**src/rtl/dma_arb_pkg.sv**
```systemverilog
package dma_arb_pkg;

  typedef enum logic [1:0] {
    ST_ARB   = 2'd0,
    ST_TURN  = 2'd1,
    ST_BURST = 2'd2
  } arb_st_t;

  // Round-robin distance: 0 means the channel right after the last granted one.
  function automatic logic [7:0] rr_dist(input logic [7:0] idx,
                                         input logic [7:0] last,
                                         input logic [7:0] n);
    return 8'((idx + n - last - 8'd1) % n);
  endfunction

endpackage

```
**src/rtl/dma_arb_pick.sv**
```systemverilog
module dma_arb_pick
  import dma_arb_pkg::*;
#(
  parameter int NCH    = 4,
  parameter int PRIO_W = 2,
  parameter int IDX_W  = 2
) (
  input  logic [NCH-1:0]        req,
  input  logic [NCH-1:0]        urgent,
  input  logic [NCH*PRIO_W-1:0] prio,
  input  logic [IDX_W-1:0]      last_idx,
  output logic                  win_vld,
  output logic [IDX_W-1:0]      win_idx
);

  logic [NCH-1:0]    hot;
  logic [NCH-1:0]    cand;
  logic [PRIO_W-1:0] best_p;
  logic [7:0]        best_d;
  logic [7:0]        d;
  logic [PRIO_W-1:0] p;
  logic              found;

  assign hot     = req & urgent;
  assign cand    = (|hot) ? hot : req;
  assign win_vld = |cand;

  always_comb begin
    win_idx = '0;
    best_p  = '0;
    best_d  = '1;
    found   = 1'b0;
    d       = '0;
    p       = '0;
    for (int i = 0; i < NCH; i++) begin
      p = prio[i*PRIO_W +: PRIO_W];
      d = rr_dist(8'(i), 8'(last_idx), 8'(NCH));
      if (cand[i] && (!found || p > best_p || (p == best_p && d < best_d))) begin
        found   = 1'b1;
        best_p  = p;
        best_d  = d;
        win_idx = IDX_W'(i);
      end
    end
  end

endmodule

```
**src/rtl/dma_arb_burst_ctr.sv**
```systemverilog
module dma_arb_burst_ctr #(
  parameter int LEN_W = 4
) (
  input  logic             clk,
  input  logic             rst_n,
  input  logic             load,
  input  logic [LEN_W-1:0] len_m1,
  input  logic             step,
  output logic             last
);

  logic [LEN_W-1:0] left;

  always_ff @(posedge clk) begin
    if (!rst_n)                    left <= '0;
    else if (load)                 left <= len_m1;
    else if (step && left != '0)   left <= left - 1'b1;
  end

  assign last = (left == '0);

endmodule

```
**src/rtl/dma_bus_arbiter.sv**
```systemverilog
module dma_bus_arbiter
  import dma_arb_pkg::*;
#(
  parameter int NCH      = 4,
  parameter int LEN_W    = 4,
  parameter int PRIO_W   = 2,
  parameter int TURN_CYC = 2
) (
  input  logic                  clk,
  input  logic                  rst_n,
  input  logic [NCH-1:0]        req,
  input  logic [NCH-1:0]        dir,
  input  logic [NCH-1:0]        urgent,
  input  logic [NCH*LEN_W-1:0]  burst_len_m1,
  input  logic [NCH*PRIO_W-1:0] prio,
  output logic [NCH-1:0]        gnt,
  output logic                  bus_dir,
  output logic                  turn
);

  localparam int IDX_W = (NCH > 1) ? $clog2(NCH) : 1;
  localparam int TC_W  = $clog2(TURN_CYC + 1);

  arb_st_t          st;
  logic [IDX_W-1:0] owner;
  logic [IDX_W-1:0] rr_last;
  logic [TC_W-1:0]  tcnt;
  logic             have_dir;

  // Named internal events
  logic             win_vld;
  logic [IDX_W-1:0] win_idx;
  logic [NCH-1:0]   owner_oh;
  logic             in_burst;
  logic             word_xfer;
  logic             urg_other;
  logic             preempt;
  logic             burst_last;
  logic             burst_end;
  logic             req_drop;
  logic             arb_fire;
  logic             need_turn;

  dma_arb_pick #(.NCH(NCH), .PRIO_W(PRIO_W), .IDX_W(IDX_W)) u_pick (
    .req(req), .urgent(urgent), .prio(prio), .last_idx(rr_last),
    .win_vld(win_vld), .win_idx(win_idx)
  );

  dma_arb_burst_ctr #(.LEN_W(LEN_W)) u_ctr (
    .clk(clk), .rst_n(rst_n), .load(arb_fire),
    .len_m1(burst_len_m1[int'(win_idx)*LEN_W +: LEN_W]),
    .step(word_xfer), .last(burst_last)
  );

  assign owner_oh  = NCH'(1) << owner;
  assign in_burst  = (st == ST_BURST);
  assign gnt       = in_burst ? (owner_oh & req) : '0;
  assign word_xfer = |gnt;
  assign urg_other = |(urgent & req & ~owner_oh);
  assign preempt   = word_xfer && urg_other && !urgent[owner];
  assign burst_end = word_xfer && (burst_last || preempt);
  assign req_drop  = in_burst && !req[owner];
  assign arb_fire  = (st == ST_ARB) && win_vld;
  assign need_turn = arb_fire && have_dir && (dir[win_idx] != bus_dir);
  assign turn      = (st == ST_TURN);

  always_ff @(posedge clk) begin
    if (!rst_n) begin
      st       <= ST_ARB;
      owner    <= '0;
      rr_last  <= IDX_W'(NCH - 1);
      tcnt     <= '0;
      have_dir <= 1'b0;
      bus_dir  <= 1'b0;
    end else begin
      unique case (st)
        ST_ARB: if (arb_fire) begin
          owner    <= win_idx;
          rr_last  <= win_idx;
          bus_dir  <= dir[win_idx];
          have_dir <= 1'b1;
          if (need_turn) begin
            st   <= ST_TURN;
            tcnt <= TC_W'(TURN_CYC - 1);
          end else begin
            st <= ST_BURST;
          end
        end
        ST_TURN: begin
          if (tcnt == '0) st <= ST_BURST;
          else            tcnt <= tcnt - 1'b1;
        end
        ST_BURST: if (req_drop || burst_end) st <= ST_ARB;
        default: st <= ST_ARB;
      endcase
    end
  end

endmodule

```
**config.mk**
```make
export PLATFORM = sky130hd
export DESIGN_NAME = dma_bus_arbiter
export DESIGN_NICKNAME = d
export VERILOG_FILES = /design/src/rtl/dma_arb_pkg.sv /design/src/rtl/dma_arb_pick.sv /design/src/rtl/dma_arb_burst_ctr.sv /design/src/rtl/dma_bus_arbiter.sv
export SDC_FILE = /design/constraint.sdc
export NUM_CORES = 1
export LEC_CHECK = 0
export ABC_AREA = 1
export ABC_CLOCK_PERIOD_IN_PS = 5800
export BUFFER_PORTS_ARGS = -buffer_cell sky130_fd_sc_hd__buf_4
export CAP_MARGIN = 20
export CORE_MARGIN = 2
export CORE_UTILIZATION = 52
export DETAILED_ROUTE_END_ITERATION = 10
export PLACE_DENSITY_LB_ADDON = 0.25
export SYNTH_ARGS = -nofsm -noshare
export SYNTH_HDL_FRONTEND = slang
export SYNTH_SLANG_ARGS = --single-unit
```
**constraint.sdc**
```tcl
create_clock -name clk -period 5.8 [get_ports clk]
set_input_delay 1.45 -clock clk [delete_from_list [all_inputs] [get_ports clk]]
set_output_delay 1.45 -clock clk [all_outputs]
set_load 0.02 [all_outputs]
```
# After elaboration in Yosys (flattened, before gate mapping)
# Cells that the tools add are included.
# word_totals
out_inout_bits,6
inputBits,38
ff_bits,14
elab_cells,113
# classes
add_sub_neg,10
n_reduce_logical,40
bitwise,4
n_shift,2
magnitude_cmp,8
muxes,31
n_eq_ne,11
# op_table
operator,count
$lt 2x8->1,3
$mux 2,12
$mux 8,3
$mux 4,4
$reduce_or 4->1,4
$shiftx 16x5->4,1
$logic_and 1x1->1,14
$and 4x4->4,3
$sub 2x1->2 const B,5
$logic_or 1x1->1,8
$mux 1,7
$bmux 1 s2,3
$eq 2x2->1,3
$gt 2x2->1,3
$lt 2x3->1 const B,2
$ne 2x2->1 const B,3
$pmux 2 s3,1
$logic_not 1->1,5
$logic_not 2->1,2
$logic_not 4->1,1
$ne 2x1->1 const B,2
$not 4->4,1
$pmux 2 s2,1
$reduce_and 4->1,1
11 further kinds,14

# Depth between registers and ports, before layout
# Gate-level depths: netlist (run 1).
# logic_depth
ltp_word,26
ltp_mapped,39
ltp_nobuf,39

# By module
# Synthesis (run 1) repeated with hierarchy kept, for this count alone.
# unflattened
cells_unflattened,247
area_unflattened_um2,1448.9
# by_module_without_submodules
module,seq_area_each_um2,cells_each,area_each_um2,n_inst
dma_bus_arbiter,200.2,120,709.4,1
dma_arb_pick,0.0,86,465.4,1
dma_arb_burst_ctr,80.1,41,274.0,1

# Worst setup path before layout (run 1)
# No wires, ideal clock.
# synth_path
path_type,input-to-reg
from,input urgent[3]
to,register tcnt[0]
setup_slack_ns,0.506
setup_time_ns,0.115
t_arrival_ns,5.179
path_buffers,0
cell_stages,36
t_required_ns,5.685
cell_sequence,nand2_2 nand4_4 o21ai_4 and2_1 ha_1 o21ai_0 nand2_1 nand2_1 nand2_1 nand2_1 inv_2 o21ai_0 inv_1 ha_1 inv_1 o21bai_1 a21oi_2 nand2_2 nand2_4 nand2_1 o21ai_0 ha_1 nand2_1 inv_1 o21ai_0 inv_2 nand2_2 nand2_4 nand2_4 nand2_2 nand2_2 nand2_2 nand2_2 nand3_4 a21oi_1 nor2_1
# synth_via
elab_chain_len,25
word_cells_on_any_way,49
cone_classes,order compare: 6; eq/ne: 6; mux: 15; bitwise: 1; reduce/logical: 21
# synth_rtl
element,line,text
start: declaration,dma_bus_arbiter.sv:13,"input logic [NCH-1:0] urgent,"
$and 4x4->4 (*),dma_arb_pick.sv:24,assign hot = req & urgent;
$reduce_or 4->1,dma_arb_pick.sv:25,assign cand = (|hot) ? hot : req;
$mux 4 (*),dma_arb_pick.sv:25,
"$mux 8, or another cell as far along",dma_arb_pick.sv:38,if (cand[i] && (!found || p > best_p || (p == best_p && d < best_d))) begin
"$lt 2x8->1, or another cell as far along",dma_arb_pick.sv:38,
$logic_and 1x1->1 or $logic_or 1x1->1 (tied branches),dma_arb_pick.sv:38,
$logic_or 1x1->1,dma_arb_pick.sv:38,
$logic_and 1x1->1,dma_arb_pick.sv:38,
[9 not listed],n/a,
$logic_and 1x1->1,dma_arb_pick.sv:38,
$mux 2,dma_arb_pick.sv:38,
$bmux 1 s2,dma_bus_arbiter.sv:64,assign need_turn = arb_fire && have_dir && (dir[win_idx] != bus_dir);
$mux 1 (not written as such),dma_bus_arbiter.sv:64,
$ne 1x1->1,dma_bus_arbiter.sv:64,
$logic_and 1x1->1,dma_bus_arbiter.sv:64,
$ne 2x2->1 (no line),n/a,
$reduce_and 4->1 (no line) (*),n/a,
end signal: assignment,dma_bus_arbiter.sv:84,tcnt <= TC_W'(TURN_CYC - 1);
end signal: assignment,dma_bus_arbiter.sv:91,else tcnt <= tcnt - 1'b1;
end: declaration,dma_bus_arbiter.sv:27,logic [TC_W-1:0] tcnt;
# Every way passes the cells marked *; elsewhere a longest branch is shown, timed or not. The select of a mux whose other input is x is not followed.
# A chain may end at the register's enable or synchronous reset.

# Worst setup path in the final report (run 1)
# Ends and elaborated chain as after synthesis.

==> results of run 1 <==
[registers in the layout (all words and copies together), names as in the netlist]
name        flops
bus_dir         1
st              2
u_ctr.left      4
rr_last         2
tcnt            2
have_dir        1
owner           2
[worst paths after layout]
kind	start	to	slack, ps	depth (start not counted)
worst max-delay path	urgent[3]	tcnt[0]	520	37
worst min register to register	have_dir	have_dir	480	2
worst max register to register	rr_last[1]	tcnt[0]	2260	32
worst min-delay path	have_dir	have_dir	480	2
[power groups by stage]
stage / Clock [W] / Sequential [W] / Combinational [W]
detailed placement: 0 / 0.000158 / 0.000340
global placement: 0 / 0.000158 / 0.000334
CTS: 0.0000544 / 0.000156 / 0.000342
floorplan: 0 / 0.000153 / 0.000257
finish: 0.0000541 / 0.000156 / 0.000339
global route: 0.0000583 / 0.000162 / 0.000390
[synth_stat cells (all sizes together)]
library cell	count	area share, %
xor2	2	1.2
nor2	38	10
a21oi	15	5.3
o311ai	1	0.59
nand3	10	4.5
o21ai	30	12
o21bai	1	0.50
clkbuf	2	0.50
and2	1	0.42
o31ai	1	0.50
nor3b	1	0.50
inv	45	11
ha	10	8.4
o211ai	5	2.5
nand2	56	19
buf	1	0.50
nor3	4	1.3
dfxtp	14	19
nand4	2	1.8
a211oi	1	0.50
[cell type report]
class                   instances  area share (%)
flip-flops and latches         14            14.8
clock buffers                   3            1.19
inverters                      45            8.91
repair buffers                 47            18.6
multi-input cells             178            54.5
well taps                      31            2.05
[placed cells by master, fill, tap and decap left out, types with 5 or more instances in the layout]
cell      netlist  final
dfxtp_1        14     14
buf_4           1     47
a21oi_1        14     14
nand3_1         8      8
ha_1           10     10
o211ai_1        5      5
o21ai_1        10     12
nand2_1        39     39
nor2_1         36     36
o21ai_0        16     14
inv_1          41     41
nand2_4         7      7
nand2_2        10     10
[per-layer routing]
layer  global-route usage [%]  vias to the layer above  part of all wire [%]
met5                        0                        -                     0
met4                     5.98                        0                   1.2
met3                     1.79                        7                   5.8
met2                     35.7                       35                    45
met1                     27.0                      672                    47
li1                         -                      861                     -
[metrics by stage]
step	setup WS, ps	instances	utilization [%]	hold slack [ps]	power (W)
6_report	517	318	69.3	484	0.000549
4_1_cts	417	318	69.3	482	0.000552
3_5_place_dp	138	315	68.5	471	0.000498
2_1_floorplan	506	240	-	454	0.000410
3_3_place_gp	211	315	68.5	465	0.000492
5_1_grt	39.3	318	69.3	510	0.000610
[critical path: cells and delay by family]
family                   cells  cell delay (ps)
AND/OR/NAND/NOR             20             1710
adder cells (fa/ha/maj)      3              820
buffers and inverters        6              400
AO/OA/AOI/OAI                8             1090
[cell families after synthesis]
| family | after synthesis |
|---|---|
| AOI/OAI and AO/OA | 54 |
| xor gates and xnor gates | 2 |
| adders and majority gates | 10 |
| buffers and inverters | 48 |
| DFF | 14 |
| and+or+nand+nor | 112 |
==> summary.md, run 1 <==
| Metric | Value |
|---|---|
| Largest net degree at the start of global routing | `15` |
| Sequential fraction of the synthesis area | `18.7%` |
| Synth warnings | `0` |
| Area Growth Syn to Fin | `26.7%` |
| Gpl congestion | `0.846` |
| Net Count, Synth | `288` |
| Num rows | `19` |
| Multiplexer share of the synthesized area | `0%` |
| Filler cells | `278` |
| Hold crit path type | `flip-flop to flip-flop` |
| Crit Path Class | `input port to flip-flop` |
| TritonCTS Sinks | `14` |
| Ports | `44` |
| Diode count | `0` |
| Combinational share of power | `61.7%` |
| Avg WL per Cell | `10.1 um` |
| Max IR drop VDD | `0.273 mV` |
| CP peak stage delay | `290 ps` |
| GRT Overall Usage | `20.5%` |
| RSZ-0062 raised after global routing | `no` |
| Syn Std Cell Area | `1500 sq um` |
| Grt ovf | `0` |
| Placed cell areas | `1870 sq um` |
| Area occupied by registers | `280 sq um` |
| Root Buffer Master | `clkbuf_4` |
| Port-buffer cells | `43` |
| Pre-antenna DRT Iters | `4` |
| Fin Setup TNS | `0 ps` |
| Final instance area | `1900 sq um` |
| Largest family of logic cells by synthesized area | `simple AND/OR/NAND/NOR gates` |
| Initial antenna violation count | `0` |
| Vias in the first global route | `1388` |
| Die Wd | `57.6 um` |
| Dpl hpwl | `2700 um` |
| XOR/XNOR Fraction of Synth Area | `1.17%` |
| Max_slew headroom | `77.5%` |
| Post-CTS sizing | `0` |
| Hold violation count in the final report | `0` |
| P_sw | `0.000258 W` |
| Post-CTS Setup Inserts | `0` |
| Final ANT Viol Nets | `0` |
| Final critical-path required period | `5280 ps` |
| Worst skew pair latency | `280 ps` |
| Outcome | `completed` |
| Final wirelength | `3210 um` |
| Die ar. | `3320 sq um` |
| Most used cell, CP | `nand2_2` |
| Max-slew violation count | `0` |
| #FFs+latches synth | `14` |
| Die height | `57.6 um` |
| Setup violators final | `0` |
| DR vias | `1575` |
| Starting density of the core | `54.7%` |
| Distinct cells, synth | `32` |
| Compound-cell area share of the yosys netlist | `21.4%` |
| Worst setup EP type | `flip-flop` |
| TritonCTS clock tree | `yes` |
| Synth Area in Simple Gates | `38.0%` |
| Total core area | `2730 sq um` |
| Mean Syn Cell Area | `6.24 sq um` |
| Switch share | `46.9%` |
| Worst EP required | `5980 ps` |
| Cell-internal power | `0.000291 W` |
| Nets | `337` |
| CTS Buf Count | `3` |
| Post-Synth Adder-Cell Area | `8.36%` |
| Fmax | `189 MHz` |
| Cells after Synth | `240` |
| Clock network fraction of design power | `9.9%` |
| Flop pwr share | `28.5%` |
| Clock H-tree levels | `1` |
| Pleak | `1.00 nW` |
| Clock slew at reported path FFs | `80 ps` |
| DRC | `0` |
| Crit path max-delay cell type | `ha_1` |
| Hold buffers post-CTS | `0` |
| Slew @ Worst Pin | `335 ps` |
| Max Cap Viol | `0` |
| Fin crit share | `91.1%` |
| Worst EP arrival | `5460 ps` |
| PwrDens | `290 nW/um^2` |
| CP startpoint kind | `input port` |
| Multi-input gate area | `1030 sq um` |
| DR iter-0 viols | `43` |
| First-pass GRT wire length | `5530 um` |
| Clock Skews | `1.01 ps` |
| Max Root-Sink Buffers | `2` |
| Via density | `4.95` |
| Layout cells sized above 1 | `28.2%` |
| Critical-path maximum fanout | `8` |
No activity file was read; power rests on OpenSTA's default activity.
==> run 2: changes to the inputs <==
--- a/config.mk
+++ b/config.mk
@@ -7,11 +7,11 @@
 export LEC_CHECK = 0
 export ABC_AREA = 1
 export ABC_CLOCK_PERIOD_IN_PS = 5800
-export BUFFER_PORTS_ARGS = -buffer_cell sky130_fd_sc_hd__buf_4
 export CAP_MARGIN = 20
 export CORE_MARGIN = 2
-export CORE_UTILIZATION = 52
+export CORE_UTILIZATION = 55
 export DETAILED_ROUTE_END_ITERATION = 10
+export DONT_BUFFER_PORTS = 1
 export PLACE_DENSITY_LB_ADDON = 0.25
 export SYNTH_ARGS = -nofsm -noshare
 export SYNTH_HDL_FRONTEND = slang
==> summary.md, run 2 (synthesis gave the netlist of run 1 again) <==
| Metric | Value |
|---|---|
| P_sw | `0.000252 W (was 0.000258 W)` |
| CTS Buf Count | `3 (unchanged)` |
| Fin crit share | `93.7% (was 91.1%)` |
| Clock network fraction of design power | `10.1% (was 9.9%)` |
| Crit path max-delay cell type | `ha_1 (unchanged)` |
| DR iter-0 viols | `89 (was 43)` |
| WHS | `479 ps (was 484 ps)` |
| Gpl congestion | `0.911 (was 0.846)` |
| Hold crit path type | `flip-flop to flip-flop (unchanged)` |
| Switch share | `48.3% (was 46.9%)` |
| Combinational share of power | `59.0% (was 61.7%)` |
| Reg-to-reg critical path startpoint | `rr_last[1] (unchanged)` |
| Critical-path maximum fanout | `9 (was 8)` |
| Post-Layout Cell Count | `276 (was 318)` |
| Pre-antenna DRT Iters | `4 (unchanged)` |
| TritonCTS clock tree | `yes (unchanged)` |
| Hold path depth | `2 (unchanged)` |
| Buf+Inv Stages, Crit Path | `6 (unchanged)` |
| Post-Place Setup Slack | `114 ps (was 138 ps)` |
| Fin Setup TNS | `0 ps (unchanged)` |
| PwrDens | `329 nW/um^2 (was 290 nW/um^2)` |
| Vias in the first global route | `1346 (was 1388)` |
| Starting density of the core | `59.3% (was 54.7%)` |
| Worst setup path startpoint | `urgent[3] (unchanged)` |
| Max Root-Sink Buffers | `2 (unchanged)` |
| Initial antenna violation count | `0 (unchanged)` |
| Die Wd | `56.2 um (was 57.6 um)` |
| Cell-internal power | `0.000270 W (was 0.000291 W)` |
| CP peak stage delay | `290 ps (about the same)` |
| Clock H-tree levels | `1 (unchanged)` |
| Total core area | `2520 sq um (was 2730 sq um)` |
| Nets | `296 (was 337)` |
| DR vias | `1442 (was 1575)` |
| Slew @ Worst Pin | `501 ps (was 335 ps)` |
| Max-slew violation count | `0 (unchanged)` |
| R2R cell count | `31 (was 32)` |
| Setup violators final | `0 (unchanged)` |
| Dpl hpwl | `2570 um (was 2700 um)` |
| Clock slew at reported path FFs | `80 ps (about the same)` |
| Max_slew headroom | `66.5% (was 77.5%)` |
| Hold violation count in the final report | `0 (unchanged)` |
| Grt ovf | `0 (unchanged)` |
| Layout Utilization | `62.9% (was 69.3%)` |
| Worst EP arrival | `5610 ps (was 5460 ps)` |
| Crit Path Class | `input port to flip-flop (unchanged)` |
| Critical path's top delay family | `simple AND/OR/NAND/NOR gates (unchanged)` |
| Die height | `56.2 um (was 57.6 um)` |
| Max Cap Viol | `0 (unchanged)` |
| Diode count | `0 (unchanged)` |
| WP depth | `36 (was 37)` |
| Worst setup EP type | `flip-flop (unchanged)` |
| Layout cells sized above 1 | `16.3% (was 28.2%)` |
| Final wirelength | `3240 um (was 3210 um)` |
| Flop pwr share | `30.9% (was 28.5%)` |
| Worst hold start | `have_dir (unchanged)` |
| Die ar. | `3150 sq um (was 3320 sq um)` |
| GRT Overall Usage | `21.2% (was 20.5%)` |
| Num rows | `18 (was 19)` |
| Dpl cells | `269 (was 315)` |
| DRC | `0 (unchanged)` |
| CP startpoint kind | `input port (unchanged)` |
| Pleak | `0.801 nW (was 1.00 nW)` |
| Fmax | `184 MHz (was 189 MHz)` |
| Avg WL per Cell | `11.8 um (was 10.1 um)` |
| Root Buffer Master | `clkbuf_4 (unchanged)` |
| Largest net degree at the start of global routing | `15 (unchanged)` |
| Biggest register | `u_ctr.left (unchanged)` |
| Ports | `44 (unchanged)` |
| Max reg flops | `4 (unchanged)` |
| Outcome | `completed (unchanged)` |
| Area Growth Syn to Fin | `6.02% (was 26.7%)` |
| Clock Skews | `1.05 ps (was 1.01 ps)` |
| TritonCTS Sinks | `14 (unchanged)` |
| Final ANT Viol Nets | `0 (unchanged)` |
| Most frequent cells in the layout | `inv_1 (41), nand2_1 (39), nor2_1 (36) (was buf_4 (47), inv_1 (41), nand2_1 (39))` |
| Filler cells | `248 (was 278)` |
| Worst skew pair latency | `270 ps (was 280 ps)` |
| Worst EP required | `5970 ps (was 5980 ps)` |
| First-pass GRT wire length | `5550 um (was 5530 um)` |
| Via density | `5.22 (was 4.95)` |
| Most used cell, CP | `nand2_2 (unchanged)` |
| Worst setup margin | `365 ps (was 517 ps)` |
| Final critical-path required period | `5430 ps (was 5280 ps)` |
| Port-buffer cells | `0 (was 43)` |
| Max IR drop VDD | `0.186 mV (was 0.273 mV)` |
| Commonest non-fill, non-tap cell in the layout | `inv_1 (was buf_4)` |
-- run 2: cell types whose count changed in the layout (fill, tap and decap cells not counted), sizes merged --
cell / before / now
buf: 47 / 6
-- run 2: cell type report --
class	instances	area, sq um	area share, %
multi-input cells	178	1030	65.1
repair buffers	6	45.0	2.84
inverters	45	169	10.6
well taps	30	37.5	2.37
flip-flops and latches	14	280	17.7
clock buffers	3	22.5	1.42
-- run 2: repair_timing --
item,4_1_cts,5_1_grt
hold buffers,0,0
gates resized for setup,0,1
buffers inserted,0,4
endpoints found under the setup margin,0,5
-- run 2: final timing paths --
| check | slack (ps) | to |
|---|---|---|
| setup / recovery | 370 | tcnt[0] |
| hold / removal | 480 | have_dir |
| setup reg to reg | 2050 | tcnt[0] |
| hold reg to reg | 480 | have_dir |
-- run 2: power groups by stage --
stage	clock network, W	logic [W]	registers [W]
6_report	0.0000525	0.000308	0.000161
5_1_grt	0.0000611	0.000361	0.000164
4_1_cts	0.0000556	0.000305	0.000160
3_5_place_dp	0	0.000303	0.000162
3_3_place_gp	0	0.000300	0.000161
2_1_floorplan	0	0.000257	0.000153
-- run 2: per-layer routing --
metal | global-route usage (%) | vias up | routed length [um]
met5 | 0 | - | 0
met4 | 5.44 | 0 | 29
met3 | 3.49 | 4 | 193
met2 | 35.5 | 43 | 1480
met1 | 28.2 | 610 | 1540
li1 | - | 785 | -
-- run 2: stage by stage --
step	cell area (sq um)	total power [W]
after floorplan	1500	0.000410
after global placement	1530	0.000461
after detailed placement	1530	0.000465
after CTS	1560	0.000520
after global routing	1590	0.000586
final	1590	0.000521
-- run 2: tightest hold or removal path: stages (launching register included) --
cell,delay [ps]
dfxtp_1,300
inv_1,70
a21oi_1,60
